===== src/rtl/qenc_pkg.sv =====
package qenc_pkg;

  localparam int FLG_N     = 5;
  localparam int FLG_UNIT  = 0;
  localparam int FLG_PHERR = 1;
  localparam int FLG_STALL = 2;
  localparam int FLG_COVF  = 3;
  localparam int FLG_INDEX = 4;

  typedef struct packed {
    logic vld;
    logic up;
    logic err;
  } qstep_t;

  // forward rotation of the {A,B} state: 00 -> 10 -> 11 -> 01 -> 00
  function automatic logic [1:0] fwd_of(input logic [1:0] s);
    case (s)
      2'b00:   return 2'b10;
      2'b10:   return 2'b11;
      2'b11:   return 2'b01;
      default: return 2'b00;
    endcase
  endfunction

  function automatic qstep_t qdec_step(input logic [1:0] prev, input logic [1:0] cur);
    qstep_t s;
    s = '0;
    if (prev != cur) begin
      if ((prev ^ cur) == 2'b11) begin
        s.err = 1'b1;
      end else begin
        s.vld = 1'b1;
        s.up  = (fwd_of(prev) == cur);
      end
    end
    return s;
  endfunction

endpackage


===== src/rtl/qenc_decode.sv =====
module qenc_decode
  import qenc_pkg::*;
(
  input  logic clk,
  input  logic rst_n,
  input  logic enc_a,
  input  logic enc_b,
  input  logic enc_i,
  output logic step_vld_o,
  output logic step_up_o,
  output logic phase_err_o,
  output logic idx_rise_o
);

  logic [1:0] ab_q;
  logic       i_q;
  qstep_t     st;

  always_comb st = qdec_step(ab_q, {enc_a, enc_b});

  always_ff @(posedge clk or negedge rst_n) begin
    if (!rst_n) begin
      ab_q <= 2'b00;
      i_q  <= 1'b0;
    end else begin
      ab_q <= {enc_a, enc_b};
      i_q  <= enc_i;
    end
  end

  assign step_vld_o  = st.vld;
  assign step_up_o   = st.up;
  assign phase_err_o = st.err;
  assign idx_rise_o  = enc_i & ~i_q;

endmodule


===== src/rtl/qenc_poscnt.sv =====
module qenc_poscnt #(
  parameter int W = 32
) (
  input  logic         clk,
  input  logic         rst_n,
  input  logic         step_vld,
  input  logic         step_up,
  input  logic [W-1:0] pos_max,
  output logic [W-1:0] pos_o,
  output logic         dir_o
);

  function automatic logic [W-1:0] wrap_next(input logic [W-1:0] cur,
                                             input logic [W-1:0] top,
                                             input logic         up);
    if (up) return (cur >= top) ? '0 : cur + 1'b1;
    else    return (cur == '0)  ? top : cur - 1'b1;
  endfunction

  always_ff @(posedge clk or negedge rst_n) begin
    if (!rst_n) begin
      pos_o <= '0;
      dir_o <= 1'b1;
    end else if (step_vld) begin
      pos_o <= wrap_next(pos_o, pos_max, step_up);
      dir_o <= step_up;
    end
  end

endmodule


===== src/rtl/qenc_unittmr.sv =====
module qenc_unittmr #(
  parameter int W = 32
) (
  input  logic         clk,
  input  logic         rst_n,
  input  logic [W-1:0] period,
  output logic         tick_o
);

  logic [W-1:0] cnt_q;

  assign tick_o = (cnt_q >= period);

  always_ff @(posedge clk or negedge rst_n) begin
    if (!rst_n)      cnt_q <= '0;
    else if (tick_o) cnt_q <= '0;
    else             cnt_q <= cnt_q + 1'b1;
  end

endmodule


===== src/rtl/qenc_gaptmr.sv =====
module qenc_gaptmr #(
  parameter int          W           = 16,
  parameter int unsigned RESTART_VAL = 0
) (
  input  logic         clk,
  input  logic         rst_n,
  input  logic         restart,
  input  logic [W-1:0] limit,
  output logic [W-1:0] cnt_o,
  output logic         at_lim_o
);

  localparam logic [W-1:0] RST_V = W'(RESTART_VAL);

  assign at_lim_o = (cnt_o >= limit);

  always_ff @(posedge clk or negedge rst_n) begin
    if (!rst_n)         cnt_o <= '0;
    else if (restart)   cnt_o <= RST_V;
    else if (!at_lim_o) cnt_o <= cnt_o + 1'b1;
  end

endmodule


===== src/rtl/qenc_pos_speed.sv =====
module qenc_pos_speed
  import qenc_pkg::*;
#(
  parameter int POS_W  = 32,
  parameter int UNIT_W = 32,
  parameter int CAP_W  = 16,
  parameter int WD_W   = 16
) (
  input  logic              clk,
  input  logic              rst_n,
  input  logic              enc_a,
  input  logic              enc_b,
  input  logic              enc_i,
  input  logic [POS_W-1:0]  pos_max_i,
  input  logic [UNIT_W-1:0] unit_period_i,
  input  logic [WD_W-1:0]   wdog_period_i,
  input  logic [FLG_N-1:0]  clr_i,
  output logic [POS_W-1:0]  pos_o,
  output logic              dir_o,
  output logic [POS_W-1:0]  unit_pos_o,
  output logic [CAP_W-1:0]  cap_period_o,
  output logic [POS_W-1:0]  idx_pos_o,
  output logic [FLG_N-1:0]  flags_o,
  output logic              irq_o
);

  localparam logic [CAP_W-1:0] CAP_TOP = '1;

  // named internal events
  logic             step_vld;
  logic             step_up;
  logic             phase_err;
  logic             idx_rise;
  logic             ut_tick;
  logic [CAP_W-1:0] cap_cnt;
  logic             cap_at_top;
  logic             cap_sat_evt;
  logic [WD_W-1:0]  wd_cnt;
  logic             wd_at_lim;
  logic             wd_stall_evt;
  logic [FLG_N-1:0] flg_set;

  qenc_decode u_dec (
    .clk(clk), .rst_n(rst_n), .enc_a(enc_a), .enc_b(enc_b), .enc_i(enc_i),
    .step_vld_o(step_vld), .step_up_o(step_up),
    .phase_err_o(phase_err), .idx_rise_o(idx_rise)
  );

  qenc_poscnt #(.W(POS_W)) u_pos (
    .clk(clk), .rst_n(rst_n), .step_vld(step_vld), .step_up(step_up),
    .pos_max(pos_max_i), .pos_o(pos_o), .dir_o(dir_o)
  );

  qenc_unittmr #(.W(UNIT_W)) u_unit (
    .clk(clk), .rst_n(rst_n), .period(unit_period_i), .tick_o(ut_tick)
  );

  // edge gap timer: restarts at one so the latched value is the gap length
  qenc_gaptmr #(.W(CAP_W), .RESTART_VAL(1)) u_cap (
    .clk(clk), .rst_n(rst_n), .restart(step_vld), .limit(CAP_TOP),
    .cnt_o(cap_cnt), .at_lim_o(cap_at_top)
  );

  // stall watchdog: restarts at zero and holds at the limit
  qenc_gaptmr #(.W(WD_W), .RESTART_VAL(0)) u_wd (
    .clk(clk), .rst_n(rst_n), .restart(step_vld), .limit(wdog_period_i),
    .cnt_o(wd_cnt), .at_lim_o(wd_at_lim)
  );

  assign cap_sat_evt  = cap_at_top & ~step_vld;
  assign wd_stall_evt = wd_at_lim  & ~step_vld;

  always_comb begin
    flg_set            = '0;
    flg_set[FLG_UNIT]  = ut_tick;
    flg_set[FLG_PHERR] = phase_err;
    flg_set[FLG_STALL] = wd_stall_evt;
    flg_set[FLG_COVF]  = cap_sat_evt;
    flg_set[FLG_INDEX] = idx_rise;
  end

  always_ff @(posedge clk or negedge rst_n) begin
    if (!rst_n) begin
      unit_pos_o   <= '0;
      cap_period_o <= '0;
      idx_pos_o    <= '0;
      flags_o      <= '0;
    end else begin
      if (ut_tick)  unit_pos_o   <= pos_o;
      if (step_vld) cap_period_o <= cap_cnt;
      if (idx_rise) idx_pos_o    <= pos_o;
      flags_o <= flg_set | (flags_o & ~clr_i);
    end
  end

  assign irq_o = |flags_o;

endmodule


===== config.mk =====
export PLATFORM = sky130hd
export DESIGN_NAME = qenc_pos_speed
export DESIGN_NICKNAME = d
export VERILOG_FILES = /design/src/rtl/qenc_pkg.sv /design/src/rtl/qenc_decode.sv /design/src/rtl/qenc_poscnt.sv /design/src/rtl/qenc_unittmr.sv /design/src/rtl/qenc_gaptmr.sv /design/src/rtl/qenc_pos_speed.sv
export SDC_FILE = /design/constraint.sdc
export NUM_CORES = 1
export LEC_CHECK = 0
export ABC_CLOCK_PERIOD_IN_PS = 5800
export BUFFER_PORTS_ARGS = -buffer_cell sky130_fd_sc_hd__buf_2
export CORE_ASPECT_RATIO = 1.2
export CORE_MARGIN = 8
export CORE_UTILIZATION = 40
export DETAILED_ROUTE_END_ITERATION = 8
export GPL_ROUTABILITY_DRIVEN = 1
export MAX_ROUTING_LAYER = met4
export PLACE_DENSITY = 0.59
export SYNTH_ARGS = -nofsm -noshare
export SYNTH_HDL_FRONTEND = slang
export SYNTH_SLANG_ARGS = --single-unit

===== constraint.sdc =====
create_clock -name clk -period 5.8 [get_ports clk]
set_input_delay 0.58 -clock clk [delete_from_list [all_inputs] [get_ports clk]]
set_output_delay 0.58 -clock clk [all_outputs]
set_load 0.1 [all_outputs]

==> summary.md <==
| Metric | Value |
|---|---|
| Result of the run | `completed` |
| Core region area | `28500 um^2` |
| Hold WC Path Type | `in -> async` |
| Leakage dissipation | `6.75 nW` |
| Fraction of final layout cells sized beyond drive strength 1 | `23.5%` |
| Most common cell after layout, fill and taps aside | `sky130_fd_sc_hd__buf_2` |
| Initial DRC Count | `554` |
| Remaining global-route overflow | `0` |
| Library cell with the largest summed area after synthesis | `sky130_fd_sc_hd__dfrtp_1` |
| Type of the worst setup path | `reg -> reg` |
| Synth warnings | `0` |
| Synth Net Count | `1409` |
| Most used cells in the layout excluding fill and tap cells | `sky130_fd_sc_hd__buf_2 (207), sky130_fd_sc_hd__dfrtp_1 (184), sky130_fd_sc_hd__inv_1 (118), sky130_fd_sc_hd__nor2_1 (108), sky130_fd_sc_hd__nand2_1 (88)` |
| Overall power consumption | `6.95 mW` |
| Number of enable-type register cells in the synthesized netlist | `0` |
| Wire length of the first global-routing pass | `53.0 mm` |
| Req. time, crit path | `6.17 ns` |
| Clock insertion delay at the later pin of the skew report | `0.43 ns` |
| Num ports | `209` |
| Post-synthesis adder-cell area fraction | `9.62%` |
| Kind of cell adding the most delay to the critical path | `simple AND/OR/NAND/NOR gates` |
| Initial Util | `40.2%` |
| Final non-filler cell area | `13400 um^2` |
| Xor/xnor share of the synthesized area | `5.51%` |
| Power per Cell Area | `520 nW/um^2` |
| Pre-CTS setup slack | `1.88 ns` |
| Primary flip-flop cell chosen by synthesis mapping | `sky130_fd_sc_hd__dfrtp_1` |
| Area of placed instances | `12800 um^2` |
| H-tree depth | `4` |
| Port bufs | `208` |
| Cell type of the slowest stage on the worst timing path | `sky130_fd_sc_hd__or4_1` |
| Post-synthesis sequential area ratio | `40.5%` |
| Endpoint type of the worst setup path | `flop` |
| Vertical die dimension | `201 um` |
| Combinational family with the most area after synthesis | `simple AND/OR/NAND/NOR gates` |
| Total CTS buffers | `17` |
| Synth area leaders | `sky130_fd_sc_hd__dfrtp_1 (40%), sky130_fd_sc_hd__ha_1 (9.6%), sky130_fd_sc_hd__mux2_2 (6.3%), sky130_fd_sc_hd__inv_1 (3.9%), sky130_fd_sc_hd__nor2_1 (3.5%)` |
| Worst voltage drop across the vdd grid | `0.558 mV` |
| Flip-flop and latch count after synthesis | `185` |
| Clock Tree Root | `sky130_fd_sc_hd__clkbuf_16` |
| Number of hold-slack violations in the final timing report | `0` |
| Post-synth design cell area | `11400 um^2` |
| Mean post-synth cell area | `9.30 um^2` |
| Critical path buffers and inverters | `1` |
| Final worst slack | `2.16 ns` |
| Post-synthesis share of cell area spent on and, or, nand and nor gates | `18.1%` |
| Cell occurring most often along the worst timing path | `sky130_fd_sc_hd__nor2_1` |
| Pin count of the biggest net entering global routing | `81` |
| Clock tree from TritonCTS | `yes` |
| Floorplan die area | `34300 um^2` |
| Bufs on Longest Clock Path | `2` |
| Mux share of post-synthesis cell area | `6.82%` |
| Final Critical Period | `3.64 ns` |
| GPL Wtd Cong | `0.901` |
| Area share of the leading cell type in the synthesized netlist | `40.2%` |
| Area added between synthesis and finish | `16.9%` |
| Headroom to the max-slew limit | `30.1%` |
| Clock skew | `0.0114 ns` |
| Final setup TNS | `0 ns` |
| Drt first pass iters | `5` |
| Clock slew seen by the registers of the worst setup and hold paths | `0.07 ns` |
| Share of the synthesized area in compound gates (AO/OA/AOI/OAI) | `13.2%` |
| Number of rows in the core area | `68` |
| Hold Worst Slack | `0.181 ns` |
| Highest cell delay on the worst timing path | `0.76 ns` |
| Vias in the first global route | `9870` |
| Largest fanout of any net on the critical path | `18` |
| Post-CTS setup buffer count | `0` |
| Number of remaining DRC errors | `0` |
| Final-report max-slew violation count | `0` |
| Final setup viols | `0` |
| Maxcap violations | `0` |
| Maximum clock frequency | `0.275 GHz` |
| Remaining antenna violation count | `0` |
| Die outline width | `170 um` |
| Hold buffer count at CTS | `0` |
| Sort of element at the start of the critical path | `flop` |
| Total global-route track usage | `19.9%` |
| Final wirelength | `32.9 mm` |
| Antenna violations before repair | `1` |
| Transition time at the pin with the least slew margin | `1.04 ns` |
| Routed WL per cell | `18.2 um` |
| CP Data Arrival Time | `4.00 ns` |
| Portion of the clock cycle consumed by the worst path in the final layout | `62.7%` |
| RSZ-0062 raised after global routing | `false` |
| Cell Chain, Critical Path | `xnor2_1 > inv_1 > ha_1 > or4_1 > nor2_1 > o2111ai_2 > or2_1 > nor2_1 > a221o_1` |
| TritonCTS Sinks | `185` |
| Ys async rst share | `100%` |
| Number of gates given a new drive strength after cts | `0` |
| Ratio of routed vias to standard cells | `5.36` |
| Total vias in the final route | `9679` |
| Final #Nets | `1583` |
| Count of mapped cells out of synthesis | `1231` |
| Sum of net half-perimeters after detailed placement | `24.1 mm` |
| Number of distinct library cells after synthesis | `65` |
## registers in the layout, indices dropped and copies added (netlist names)
register / flops
idx_pos_o: 32
u_pos.pos_o: 32
u_unit.cnt_q: 32
unit_pos_o: 32
cap_period_o: 16
u_cap.cnt_o: 16
u_wd.cnt_o: 16
flags_o: 5
u_dec.ab_q: 2
u_dec.i_q: 1
u_pos.dir_o: 1
## layer usage
layer  vias up  share of wire [%]  GRT usage [%]
met1      4672                 44           24.4
met2       258                 48           32.3
met3        45                5.1           3.76
met5         -                  0              -
li1       4704                  -              -
met4         0                2.3           6.81
## where the power goes
part           switching, mW  internal, mW
registers              0.470          1.61
logic                   2.85         0.834
clock network          0.512         0.673
total                   3.83          3.12
## worst paths after layout
path / end / slack (ns) / depth (start not counted) / from
min in group clk: u_dec.i_q / 0.28 / 1 / enc_i
max in group asynchronous: unit_pos_o[14] / 4.37 / 2 / rst_n
max reg2reg: u_pos.pos_o[13] / 2.16 / 9 / u_dec.ab_q[0]
min reg2reg: idx_pos_o[16] / 0.48 / 2 / idx_pos_o[16]
min: u_wd.cnt_o[0] / 0.18 / 1 / rst_n
max: u_pos.pos_o[13] / 2.16 / 9 / u_dec.ab_q[0]
## synthesized netlist by cell type, drive strengths merged, types with 8 or more instances
master and number:
a211oi 11, a21o 17, a21oi 42, a221o 10, and3 10, and4 13, buf 21, clkbuf 43
dfrtp 184, ha 88, inv 118, mux2 64, nand2 88, nand2b 8, nand3 52, nand4 27
nor2 108, nor3 35, nor4 19, o211ai 22, o21a 8, o21ai 66, o221ai 13, or2 8
or3 16, or4 10, xnor2 41, xor2 31
## cells by family (layout without fill, tap and decap cells)
kind of cell	count (synthesis)	after routing
muxes	70	70
DFF	185	185
AOI/OAI and AO/OA	226	226
other	0	2
xor gates and xnor gates	72	72
and+or+nand+nor	408	408
buffers and inverters	182	369
adders and majority gates	88	88
## stage by stage
stage	utilization (%)	std cells
3_3_place_gp	44.8	1771
3_5_place_dp	44.8	1771
4_1_cts	46.9	1803
5_1_grt	46.9	1804
6_report	46.9	1805
2_1_floorplan	-	1231
## final cells by class
cell class                 instances  area, um^2
fill                            2768       15100
multi-input combinational        864        6090
sequential                       185        4630
timing repair buffer             219        1130
tap                              385         482
clock buffer                      23         478
inverter                         118         443
clock inverter                     9         114
antenna                            2        5.00
Power figures use the tool's default switching activity.
